[config.mk]
export PLATFORM = sky130hd
export DESIGN_NAME = pdma_block_channel
export DESIGN_NICKNAME = d
export VERILOG_FILES = /design/src/rtl/pdma_pkg.sv /design/src/rtl/pdma_ctrl.sv /design/src/rtl/pdma_datapath.sv /design/src/rtl/pdma_block_channel.sv
export SDC_FILE = /design/constraint.sdc
export NUM_CORES = 1
export LEC_CHECK = 0
export ABC_AREA = 1
export BUFFER_PORTS_ARGS = -buffer_cell sky130_fd_sc_hd__buf_4
export CAP_MARGIN = 5
export CORE_UTILIZATION = 55
export CTS_BUF_LIST = sky130_fd_sc_hd__clkbuf_8
export CTS_CLUSTER_SIZE = 28
export DETAILED_ROUTE_END_ITERATION = 10
export PLACE_DENSITY = 0.79
export SLEW_MARGIN = 30
export SYNTH_ARGS = -nofsm -noshare
export SYNTH_HDL_FRONTEND = slang
export SYNTH_HIERARCHICAL = 1
export SYNTH_SLANG_ARGS = --single-unit
[constraint.sdc]
create_clock -name clk -period 2.7 [get_ports clk]
set_input_delay 0.54 -clock clk [delete_from_list [all_inputs] [get_ports clk]]
set_output_delay 0.54 -clock clk [all_outputs]
set_load 0.05 [all_outputs]
[src/rtl/pdma_pkg.sv]
package pdma_pkg;

  typedef enum logic [1:0] {
    STEP_HOLD = 2'd0,
    STEP_INC1 = 2'd1,
    STEP_INC2 = 2'd2,
    STEP_DEC2 = 2'd3
  } stepMode_e;

  // control word: bit4 halfWide, bit3 extMem, bit2 dirWrite, bits1:0 step
  typedef struct packed {
    logic      halfWide;
    logic      extMem;
    logic      dirWrite;
    stepMode_e step;
  } ctrlCfg_t;

  // strobes from control to datapath
  typedef struct packed {
    logic loadCtrl;
    logic loadAddr;
    logic loadSize;
    logic cycleEnd;
  } ctrlStrobe_t;

  localparam logic [1:0] REG_CTRL = 2'd0;
  localparam logic [1:0] REG_SIZE = 2'd1;
  localparam logic [1:0] REG_ADDR = 2'd2;

endpackage

[src/rtl/pdma_ctrl.sv]
module pdma_ctrl
  import pdma_pkg::*;
#(
  parameter int SYNC_STAGES = 2
) (
  input  logic        clk,
  input  logic        rstN,
  input  logic        regWrEn,
  input  logic [1:0]  regAddr,
  input  logic        wrEnableBit,
  input  logic        dmaReqRaw,
  input  logic        rotReady,
  input  logic        cfgExtMem,
  input  logic        cfgDirWrite,
  input  logic        lastXfer,
  output ctrlStrobe_t strb,
  output logic        enable,
  output logic        dmaRdStb,
  output logic        dmaWrStb,
  output logic        busDrvEn,
  output logic        dmaIrq
);

  logic [SYNC_STAGES-1:0] syncQ;
  logic reqSync;
  logic cycleAct;
  logic startCycle;
  logic sizeWr;
  logic blockDone;

  // request synchronizer
  always_ff @(posedge clk or negedge rstN) begin
    if (!rstN) syncQ <= '0;
    else       syncQ <= {syncQ[SYNC_STAGES-2:0], dmaReqRaw};
  end
  assign reqSync = syncQ[SYNC_STAGES-1];

  assign sizeWr     = regWrEn && (regAddr == REG_SIZE);
  assign blockDone  = cycleAct && lastXfer;
  assign startCycle = enable && reqSync && (cfgExtMem || rotReady) && !cycleAct;

  always_ff @(posedge clk or negedge rstN) begin
    if (!rstN) cycleAct <= 1'b0;
    else       cycleAct <= startCycle;
  end

  always_ff @(posedge clk or negedge rstN) begin
    if (!rstN)          enable <= 1'b0;
    else if (blockDone) enable <= 1'b0;
    else if (sizeWr)    enable <= wrEnableBit;
  end

  always_ff @(posedge clk or negedge rstN) begin
    if (!rstN)          dmaIrq <= 1'b0;
    else if (blockDone) dmaIrq <= 1'b1;
    else if (sizeWr)    dmaIrq <= 1'b0;
  end

  always_comb begin
    strb.cycleEnd = cycleAct;
    strb.loadSize = sizeWr && !enable;
    strb.loadAddr = regWrEn && (regAddr == REG_ADDR) && !enable;
    strb.loadCtrl = regWrEn && (regAddr == REG_CTRL);
  end

  assign dmaRdStb = cycleAct && !cfgDirWrite;
  assign dmaWrStb = cycleAct && cfgDirWrite;
  assign busDrvEn = !(cycleAct && cfgExtMem && cfgDirWrite);

  generate
    if (SYNC_STAGES == 2) begin : g_syncChk
      assert_sync_delay_R2: assert property (@(posedge clk) disable iff (!rstN)
        cycleAct |-> $past(dmaReqRaw, 3));
    end
  endgenerate

  assert_cycle_gap_R2: assert property (@(posedge clk) disable iff (!rstN)
    cycleAct |=> !cycleAct);

  assert_block_done_R4: assert property (@(posedge clk) disable iff (!rstN)
    blockDone |=> (!enable && dmaIrq));

  assert_irq_source_R5: assert property (@(posedge clk) disable iff (!rstN)
    $rose(dmaIrq) |-> ($past(lastXfer) && $past(cycleAct)));

  assert_irq_clear_R6: assert property (@(posedge clk) disable iff (!rstN)
    (sizeWr && !blockDone) |=> !dmaIrq);

  assert_rot_holdoff_R11: assert property (@(posedge clk) disable iff (!rstN)
    (cycleAct && !cfgExtMem) |-> $past(rotReady));

endmodule

[src/rtl/pdma_datapath.sv]
module pdma_datapath
  import pdma_pkg::*;
#(
  parameter int AW = 16,
  parameter int CW = 10,
  parameter int DW = 16
) (
  input  logic          clk,
  input  logic          rstN,
  input  ctrlStrobe_t   strb,
  input  logic [1:0]    regAddr,
  input  logic [DW-1:0] regWrData,
  input  logic          enable,
  output ctrlCfg_t      cfg,
  output logic [AW-1:0] dmaAddr,
  output logic          lastXfer,
  output logic [DW-1:0] regRdData
);

  localparam int CFGW = $bits(ctrlCfg_t);
  localparam logic [AW-1:0] STEP_ONE  = AW'(1);
  localparam logic [AW-1:0] STEP_TWO  = AW'(2);
  localparam logic [AW-1:0] STEP_NEG2 = {{(AW-1){1'b1}}, 1'b0};

  ctrlCfg_t      cfgQ;
  logic [CW-1:0] countQ;
  logic          limitedQ;
  logic [AW-1:0] addrQ;
  stepMode_e     effStep;
  logic [AW-1:0] stepVal;

  always_ff @(posedge clk or negedge rstN) begin
    if (!rstN)              cfgQ <= '0;
    else if (strb.loadCtrl) cfgQ <= ctrlCfg_t'(regWrData[CFGW-1:0]);
  end
  assign cfg = cfgQ;

  // block counter
  always_ff @(posedge clk or negedge rstN) begin
    if (!rstN) begin
      countQ   <= '0;
      limitedQ <= 1'b0;
    end else if (strb.loadSize) begin
      countQ   <= regWrData[CW-1:0];
      limitedQ <= |regWrData[CW-1:0];
    end else if (strb.cycleEnd && limitedQ && (countQ != '0)) begin
      countQ <= countQ - 1'b1;
    end
  end
  assign lastXfer = limitedQ && (countQ == CW'(1));

  // byte-wide rotation path forces a unit step
  always_comb begin
    effStep = cfgQ.step;
    if (!cfgQ.extMem && !cfgQ.halfWide && (cfgQ.step != STEP_HOLD))
      effStep = STEP_INC1;
  end

  always_comb begin
    case (effStep)
      STEP_INC1: stepVal = STEP_ONE;
      STEP_INC2: stepVal = STEP_TWO;
      STEP_DEC2: stepVal = STEP_NEG2;
      default:   stepVal = '0;
    endcase
  end

  always_ff @(posedge clk or negedge rstN) begin
    if (!rstN)              addrQ <= '0;
    else if (strb.loadAddr) addrQ <= regWrData[AW-1:0];
    else if (strb.cycleEnd) addrQ <= addrQ + stepVal;
  end
  assign dmaAddr = addrQ;

  always_comb begin
    regRdData = '0;
    case (regAddr)
      REG_CTRL: regRdData[CFGW-1:0] = cfgQ;
      REG_SIZE: begin
        regRdData[CW-1:0] = countQ;
        regRdData[DW-1]   = enable;
      end
      REG_ADDR: regRdData[AW-1:0] = addrQ;
      default:  regRdData = '0;
    endcase
  end

  assert_count_hold_R3: assert property (@(posedge clk) disable iff (!rstN)
    (!strb.loadSize && !strb.cycleEnd) |=> $stable(countQ));

  assert_unlimited_zero_R5: assert property (@(posedge clk) disable iff (!rstN)
    !limitedQ |-> (countQ == '0));

  assert_addr_hold_R8: assert property (@(posedge clk) disable iff (!rstN)
    (!strb.loadAddr && !strb.cycleEnd) |=> $stable(addrQ));

  assert_byte_step_R12: assert property (@(posedge clk) disable iff (!rstN)
    (strb.cycleEnd && !strb.loadAddr && !cfgQ.extMem && !cfgQ.halfWide
     && (cfgQ.step != STEP_HOLD) && !strb.loadCtrl) |=> (addrQ == $past(addrQ) + STEP_ONE));

endmodule

[src/rtl/pdma_block_channel.sv]
module pdma_block_channel
  import pdma_pkg::*;
#(
  parameter int AW          = 16,
  parameter int CW          = 10,
  parameter int DW          = 16,
  parameter int SYNC_STAGES = 2
) (
  input  logic          clk,
  input  logic          rstN,
  input  logic          regWrEn,
  input  logic [1:0]    regAddr,
  input  logic [DW-1:0] regWrData,
  output logic [DW-1:0] regRdData,
  input  logic          dmaReqRaw,
  input  logic          rotReady,
  output logic [AW-1:0] dmaAddr,
  output logic          dmaRdStb,
  output logic          dmaWrStb,
  output logic          busDrvEn,
  output logic          dmaIrq
);

  ctrlStrobe_t strb;
  ctrlCfg_t    cfg;
  logic        enable;
  logic        lastXfer;

  pdma_ctrl #(
    .SYNC_STAGES(SYNC_STAGES)
  ) i_ctrl (
    .clk        (clk),
    .rstN       (rstN),
    .regWrEn    (regWrEn),
    .regAddr    (regAddr),
    .wrEnableBit(regWrData[DW-1]),
    .dmaReqRaw  (dmaReqRaw),
    .rotReady   (rotReady),
    .cfgExtMem  (cfg.extMem),
    .cfgDirWrite(cfg.dirWrite),
    .lastXfer   (lastXfer),
    .strb       (strb),
    .enable     (enable),
    .dmaRdStb   (dmaRdStb),
    .dmaWrStb   (dmaWrStb),
    .busDrvEn   (busDrvEn),
    .dmaIrq     (dmaIrq)
  );

  pdma_datapath #(
    .AW(AW),
    .CW(CW),
    .DW(DW)
  ) i_datapath (
    .clk      (clk),
    .rstN     (rstN),
    .strb     (strb),
    .regAddr  (regAddr),
    .regWrData(regWrData),
    .enable   (enable),
    .cfg      (cfg),
    .dmaAddr  (dmaAddr),
    .lastXfer (lastXfer),
    .regRdData(regRdData)
  );

endmodule

==> impl_metrics.xml <==
<?xml version="1.0" encoding="UTF-8"?>
<metrics>
  <group name="run_status">
    <metric name="status" unit="">completed</metric>
  </group>
  <group name="timing">
    <metric name="max_slew.worst_pin.slew" unit="ns">0.932</metric>
    <metric name="clock_skew" unit="ns">0.00869</metric>
    <metric name="min_period_over_period" unit="">0.837</metric>
    <metric name="layout_min_cycle_time" unit="ns">2.26</metric>
    <metric name="clock.fmax" unit="MHz">443</metric>
    <metric name="hold_slack" unit="ns">0.199</metric>
    <metric name="finalHoldViolCount" unit="">0</metric>
    <metric name="setup_total_negative_slack" unit="ns">0</metric>
    <metric name="timing.final.max_slew_violations" unit="">0</metric>
    <metric name="setup_viol_count_final" unit="">0</metric>
    <metric name="timing.max_slew.rel_slack" unit="">0.376</metric>
    <metric name="rsz0062_at_grt" unit="">false</metric>
    <metric name="final_critical_path_setup_slack" unit="ns">0.441</metric>
  </group>
  <group name="synth">
    <metric name="yosys.area_share.adder" unit="">0.0390</metric>
    <metric name="yosys_warnings" unit="">6</metric>
    <metric name="syn-cell-area" unit="um2">3080</metric>
    <metric name="post_synth.cell_area_avg" unit="um2">6.36</metric>
    <metric name="yosys.area_share.simple" unit="">0.390</metric>
    <metric name="synthCells" unit="">485</metric>
    <metric name="synth_fp_nets" unit="">517</metric>
    <metric name="synth.yosys.seq_area_share" unit="">0.300</metric>
    <metric name="synth_seq_cells" unit="">37</metric>
    <metric name="synth.lib_cells_used.distinct" unit="">31</metric>
    <metric name="synth_top_family_by_area" unit="">simple AND/OR/NAND/NOR gates</metric>
    <metric name="synth_mux_area_frac" unit="">0</metric>
    <metric name="share_of_the_synthesized_area_in_compound_gates_ao_oa_aoi_oai" unit="">0.138</metric>
    <metric name="xor_and_xnor_fraction_of_the_mapped_netlist_area" unit="">0.0284</metric>
  </group>
  <group name="place">
    <metric name="hpwl" unit="mm">7.35</metric>
    <metric name="preCtsSetupSlack" unit="ns">0.421</metric>
    <metric name="gp_routability_congestion" unit="">0.946</metric>
    <metric name="numPortBuffers" unit="">58</metric>
  </group>
  <group name="pwr">
    <metric name="post-layout-total-power" unit="W">0.00379</metric>
    <metric name="power.leakage" unit="nW">2.00</metric>
    <metric name="power.ir.vdd_worst" unit="mV">0.822</metric>
    <metric name="cellPowerDensity" unit="nW/um2">1020</metric>
  </group>
  <group name="drt">
    <metric name="drt-wirelength-per-cell" unit="um">15.9</metric>
    <metric name="first_pass_iters" unit="">5</metric>
    <metric name="post_drt_via_cell_ratio" unit="">5.85</metric>
    <metric name="vias" unit="">3584</metric>
    <metric name="drt_iter0_drc" unit="">348</metric>
    <metric name="ant_nets" unit="">0</metric>
    <metric name="post-route-drc-count" unit="">0</metric>
    <metric name="routed_wl" unit="mm">9.73</metric>
  </group>
  <group name="global_route">
    <metric name="grt_use_met1" unit="">0.470</metric>
    <metric name="global_route.usage.met3" unit="">0.0655</metric>
    <metric name="grt_start_max_net_pins" unit="">38</metric>
    <metric name="first_global_vias" unit="">3331</metric>
    <metric name="grt_antenna_before_repair" unit="">0</metric>
    <metric name="grt_pass1_wl" unit="mm">16.2</metric>
    <metric name="grt_util_all_layers" unit="">0.345</metric>
    <metric name="grt_remaining_overflow" unit="">0</metric>
    <metric name="grt.busiest_layer" unit="">met2</metric>
    <metric name="globalRouteMet2Util" unit="">0.555</metric>
  </group>
  <group name="floorplan">
    <metric name="std_cell_rows" unit="">26</metric>
    <metric name="die_area" unit="um2">5910</metric>
    <metric name="design.core.area" unit="um2">5240</metric>
    <metric name="floorplan.initialDensity" unit="">0.589</metric>
    <metric name="die_w" unit="um">76.9</metric>
    <metric name="pin_count" unit="">59</metric>
    <metric name="die_h" unit="um">76.9</metric>
  </group>
  <group name="clock_network">
    <metric name="clock-root-buffer" unit="">sky130_fd_sc_hd__clkbuf_8</metric>
    <metric name="cts_repair_resizes" unit="">0</metric>
    <metric name="max-clock-path-buffers" unit="">2</metric>
    <metric name="clkTransAtPathRegs" unit="ns">0.08</metric>
    <metric name="cts_setup_buffers" unit="">0</metric>
    <metric name="holdBufCountCts" unit="">0</metric>
    <metric name="numClockSinks" unit="">37</metric>
    <metric name="cts_bufs_inserted" unit="">5</metric>
    <metric name="worst_skew_pair.late_latency" unit="ns">0.30</metric>
    <metric name="htreeDepth" unit="">2</metric>
    <metric name="tritoncts" unit="">built</metric>
  </group>
  <group name="setup_path">
    <metric name="reg2reg_slack" unit="ns">0.44</metric>
    <metric name="crit_path_start" unit="">i_datapath/cfg[3]</metric>
    <metric name="crit_family" unit="">simple AND/OR/NAND/NOR gates</metric>
    <metric name="cp.buffers_inverters" unit="">1</metric>
    <metric name="critical_path_required" unit="ns">2.93</metric>
    <metric name="rr_endpoint" unit="">i_datapath/dmaAddr[9]</metric>
    <metric name="worst_setup_path_start_kind" unit="">register</metric>
    <metric name="worstPathCellList" unit="">nor2_2 &gt; nor2_2 &gt; buf_4 &gt; ha_1 &gt; a21oi_1 &gt; nand2_1 &gt; nand2_1 &gt; nor2_1 &gt; nand2_1 &gt; nand2_1 &gt; nand3_1 &gt; nand3_1 &gt; nand3_1 &gt; nand2_1</metric>
    <metric name="endpoint_kind" unit="">register</metric>
    <metric name="reg2reg_depth" unit="">14</metric>
    <metric name="worstReg2RegStart" unit="">i_datapath/cfg[3]</metric>
    <metric name="crit_path_max_fanout" unit="">11</metric>
    <metric name="critical-path-top-cell-by-count" unit="">sky130_fd_sc_hd__nand2_1</metric>
    <metric name="critical_path_class" unit="">register to register</metric>
    <metric name="crit_arrival" unit="ns">2.48</metric>
    <metric name="critPathMaxStageDelay" unit="ns">0.44</metric>
    <metric name="slowest_stage" unit="">sky130_fd_sc_hd__dfrtp_1</metric>
  </group>
  <group name="flow_run">
    <metric name="maxCapViolations" unit="">0</metric>
  </group>
  <group name="finish">
    <metric name="final_util" unit="">0.708</metric>
    <metric name="antennaDiodeCount" unit="">0</metric>
    <metric name="synthToLayoutAreaGrowth" unit="%">20.3</metric>
    <metric name="layout.nets" unit="">574</metric>
    <metric name="fraction_of_final_layout_cells_with_drive_strength_greater_than_1" unit="">0.171</metric>
  </group>
  <group name="hold_path">
    <metric name="timing.hold.worst.class" unit="">primary input to asynchronous set/reset pin</metric>
  </group>
</metrics>
[per-stage QoR]
stage	cells	instance area, um2
2_1_floorplan	485	3080
3_3_place_gp	605	3590
3_5_place_dp	605	3590
4_1_cts	613	3710
5_1_grt	613	3710
6_report	613	3710
[synth_stat cells]
master / number / area (um2)
sky130_fd_sc_hd__nand2_1: 175 / 657
sky130_fd_sc_hd__inv_1: 61 / 229
sky130_fd_sc_hd__nand3_1: 46 / 230
sky130_fd_sc_hd__nor2_1: 39 / 146
sky130_fd_sc_hd__dfrtp_1: 37 / 926
sky130_fd_sc_hd__a21oi_1: 15 / 75.1
sky130_fd_sc_hd__a22oi_1: 14 / 105
sky130_fd_sc_hd__a41oi_1: 11 / 96.3
sky130_fd_sc_hd__o21ai_0: 9 / 45.0
sky130_fd_sc_hd__xor2_1: 9 / 78.8
sky130_fd_sc_hd__clkbuf_1: 8 / 30.0
sky130_fd_sc_hd__ha_1: 8 / 100
sky130_fd_sc_hd__nand2_2: 7 / 43.8
sky130_fd_sc_hd__nor2_2: 5 / 31.3
sky130_fd_sc_hd__nor3_1: 5 / 25.0
sky130_fd_sc_hd__buf_2: 4 / 20.0
sky130_fd_sc_hd__inv_2: 4 / 15.0
sky130_fd_sc_hd__nand4_1: 4 / 25.0
sky130_fd_sc_hd__o221ai_1: 4 / 35.0
sky130_fd_sc_hd__o21ai_1: 3 / 15.0
sky130_fd_sc_hd__o311ai_0: 3 / 26.3
sky130_fd_sc_hd__buf_4: 2 / 15.0
sky130_fd_sc_hd__nor4_1: 2 / 12.5
sky130_fd_sc_hd__o211ai_1: 2 / 15.0
sky130_fd_sc_hd__o22ai_1: 2 / 12.5
sky130_fd_sc_hd__and2_1: 1 / 6.26
sky130_fd_sc_hd__buf_6: 1 / 11.3
sky130_fd_sc_hd__fa_1: 1 / 20.0
sky130_fd_sc_hd__nand3_2: 1 / 10.0
sky130_fd_sc_hd__nor3_4: 1 / 16.3
sky130_fd_sc_hd__xnor2_1: 1 / 8.76
[layout by cell type, fill, tap and decap left out, drive strengths merged]
cell type,Yosys,layout
a21oi,15,15
a22oi,14,14
a41oi,11,11
and2,1,1
buf,7,65
bufinv,0,1
clkbuf,8,6
clkinvlp,0,1
dfrtp,37,37
fa,1,1
ha,8,8
inv,65,65
nand2,182,182
nand3,47,47
nand4,4,4
nor2,44,44
nor3,6,6
nor4,2,2
o211ai,2,2
o21ai,12,12
o221ai,4,4
o22ai,2,2
o311ai,3,3
xnor2,1,1
xor2,9,9
[worst reg2reg max path, stage by stage, from the launching register on]
cell	delay, ns
sky130_fd_sc_hd__dfrtp_1	0.44
sky130_fd_sc_hd__nor2_2	0.21
sky130_fd_sc_hd__nor2_2	0.06
sky130_fd_sc_hd__buf_4	0.19
sky130_fd_sc_hd__ha_1	0.30
sky130_fd_sc_hd__a21oi_1	0.06
sky130_fd_sc_hd__nand2_1	0.06
sky130_fd_sc_hd__nand2_1	0.08
sky130_fd_sc_hd__nor2_1	0.15
sky130_fd_sc_hd__nand2_1	0.07
sky130_fd_sc_hd__nand2_1	0.16
sky130_fd_sc_hd__nand3_1	0.10
sky130_fd_sc_hd__nand3_1	0.08
sky130_fd_sc_hd__nand3_1	0.11
sky130_fd_sc_hd__nand2_1	0.12
[layer usage]
| layer | vias to the layer above | wire length (um) |
|---|---|---|
| li1 | 1691 | - |
| met4 | 0 | 144 |
| met1 | 1667 | 4170 |
| met2 | 204 | 4540 |
| met5 | - | 0 |
| met3 | 22 | 874 |
[flip-flops by register name, indices dropped and copies added (netlist names)]
signal               cells
i_ctrl/cycleAct          1
i_ctrl/dmaIrq            1
i_ctrl/enable            1
i_ctrl/syncQ             2
i_datapath/cfg           5
i_datapath/countQ       10
i_datapath/dmaAddr      16
i_datapath/limitedQ      1
[power by group]
group | leakage (nW) | internal, W | switching [W] | total (W)
registers | 0.453 | 0.000750 | 0.000335 | 0.00109
clock network | 0.0574 | 0.000301 | 0.000223 | 0.000524
logic | 1.49 | 0.000671 | 0.00151 | 0.00219
[cells by family (layout without fill, tap and decap cells)]
family / Yosys count / after routing
and+or+nand+nor: 286 / 286
DFF: 37 / 37
buffers and inverters: 80 / 138
adders and majority gates: 9 / 9
xor gates and xnor gates: 10 / 10
AOI/OAI and AO/OA: 63 / 63
[worst max path at each step]
| stage | to | slack, ns | cells past startpoint |
|---|---|---|---|
| CTS | i_datapath/dmaAddr[9] | 0.48 | 14 |
| floorplan | regRdData[5] | 0.1 | 6 |
| global route | i_datapath/dmaAddr[13] | 0.29 | 15 |
| global placement | i_datapath/dmaAddr[3] | 0.44 | 6 |
| detailed placement | i_datapath/dmaAddr[2] | 0.42 | 6 |
| finish | i_datapath/dmaAddr[9] | 0.44 | 14 |
[area by class of cell]
class / instances / area [um2]
fillers: 430 / 1530
inverters: 65 / 244
repair buffers: 65 / 488
clock inverters: 2 / 37.5
well taps: 70 / 87.6
multi-input cells: 368 / 1840
flip-flops and latches: 37 / 926
clock buffers: 6 / 82.6
Note: power is estimated with default switching activity, not from simulation.
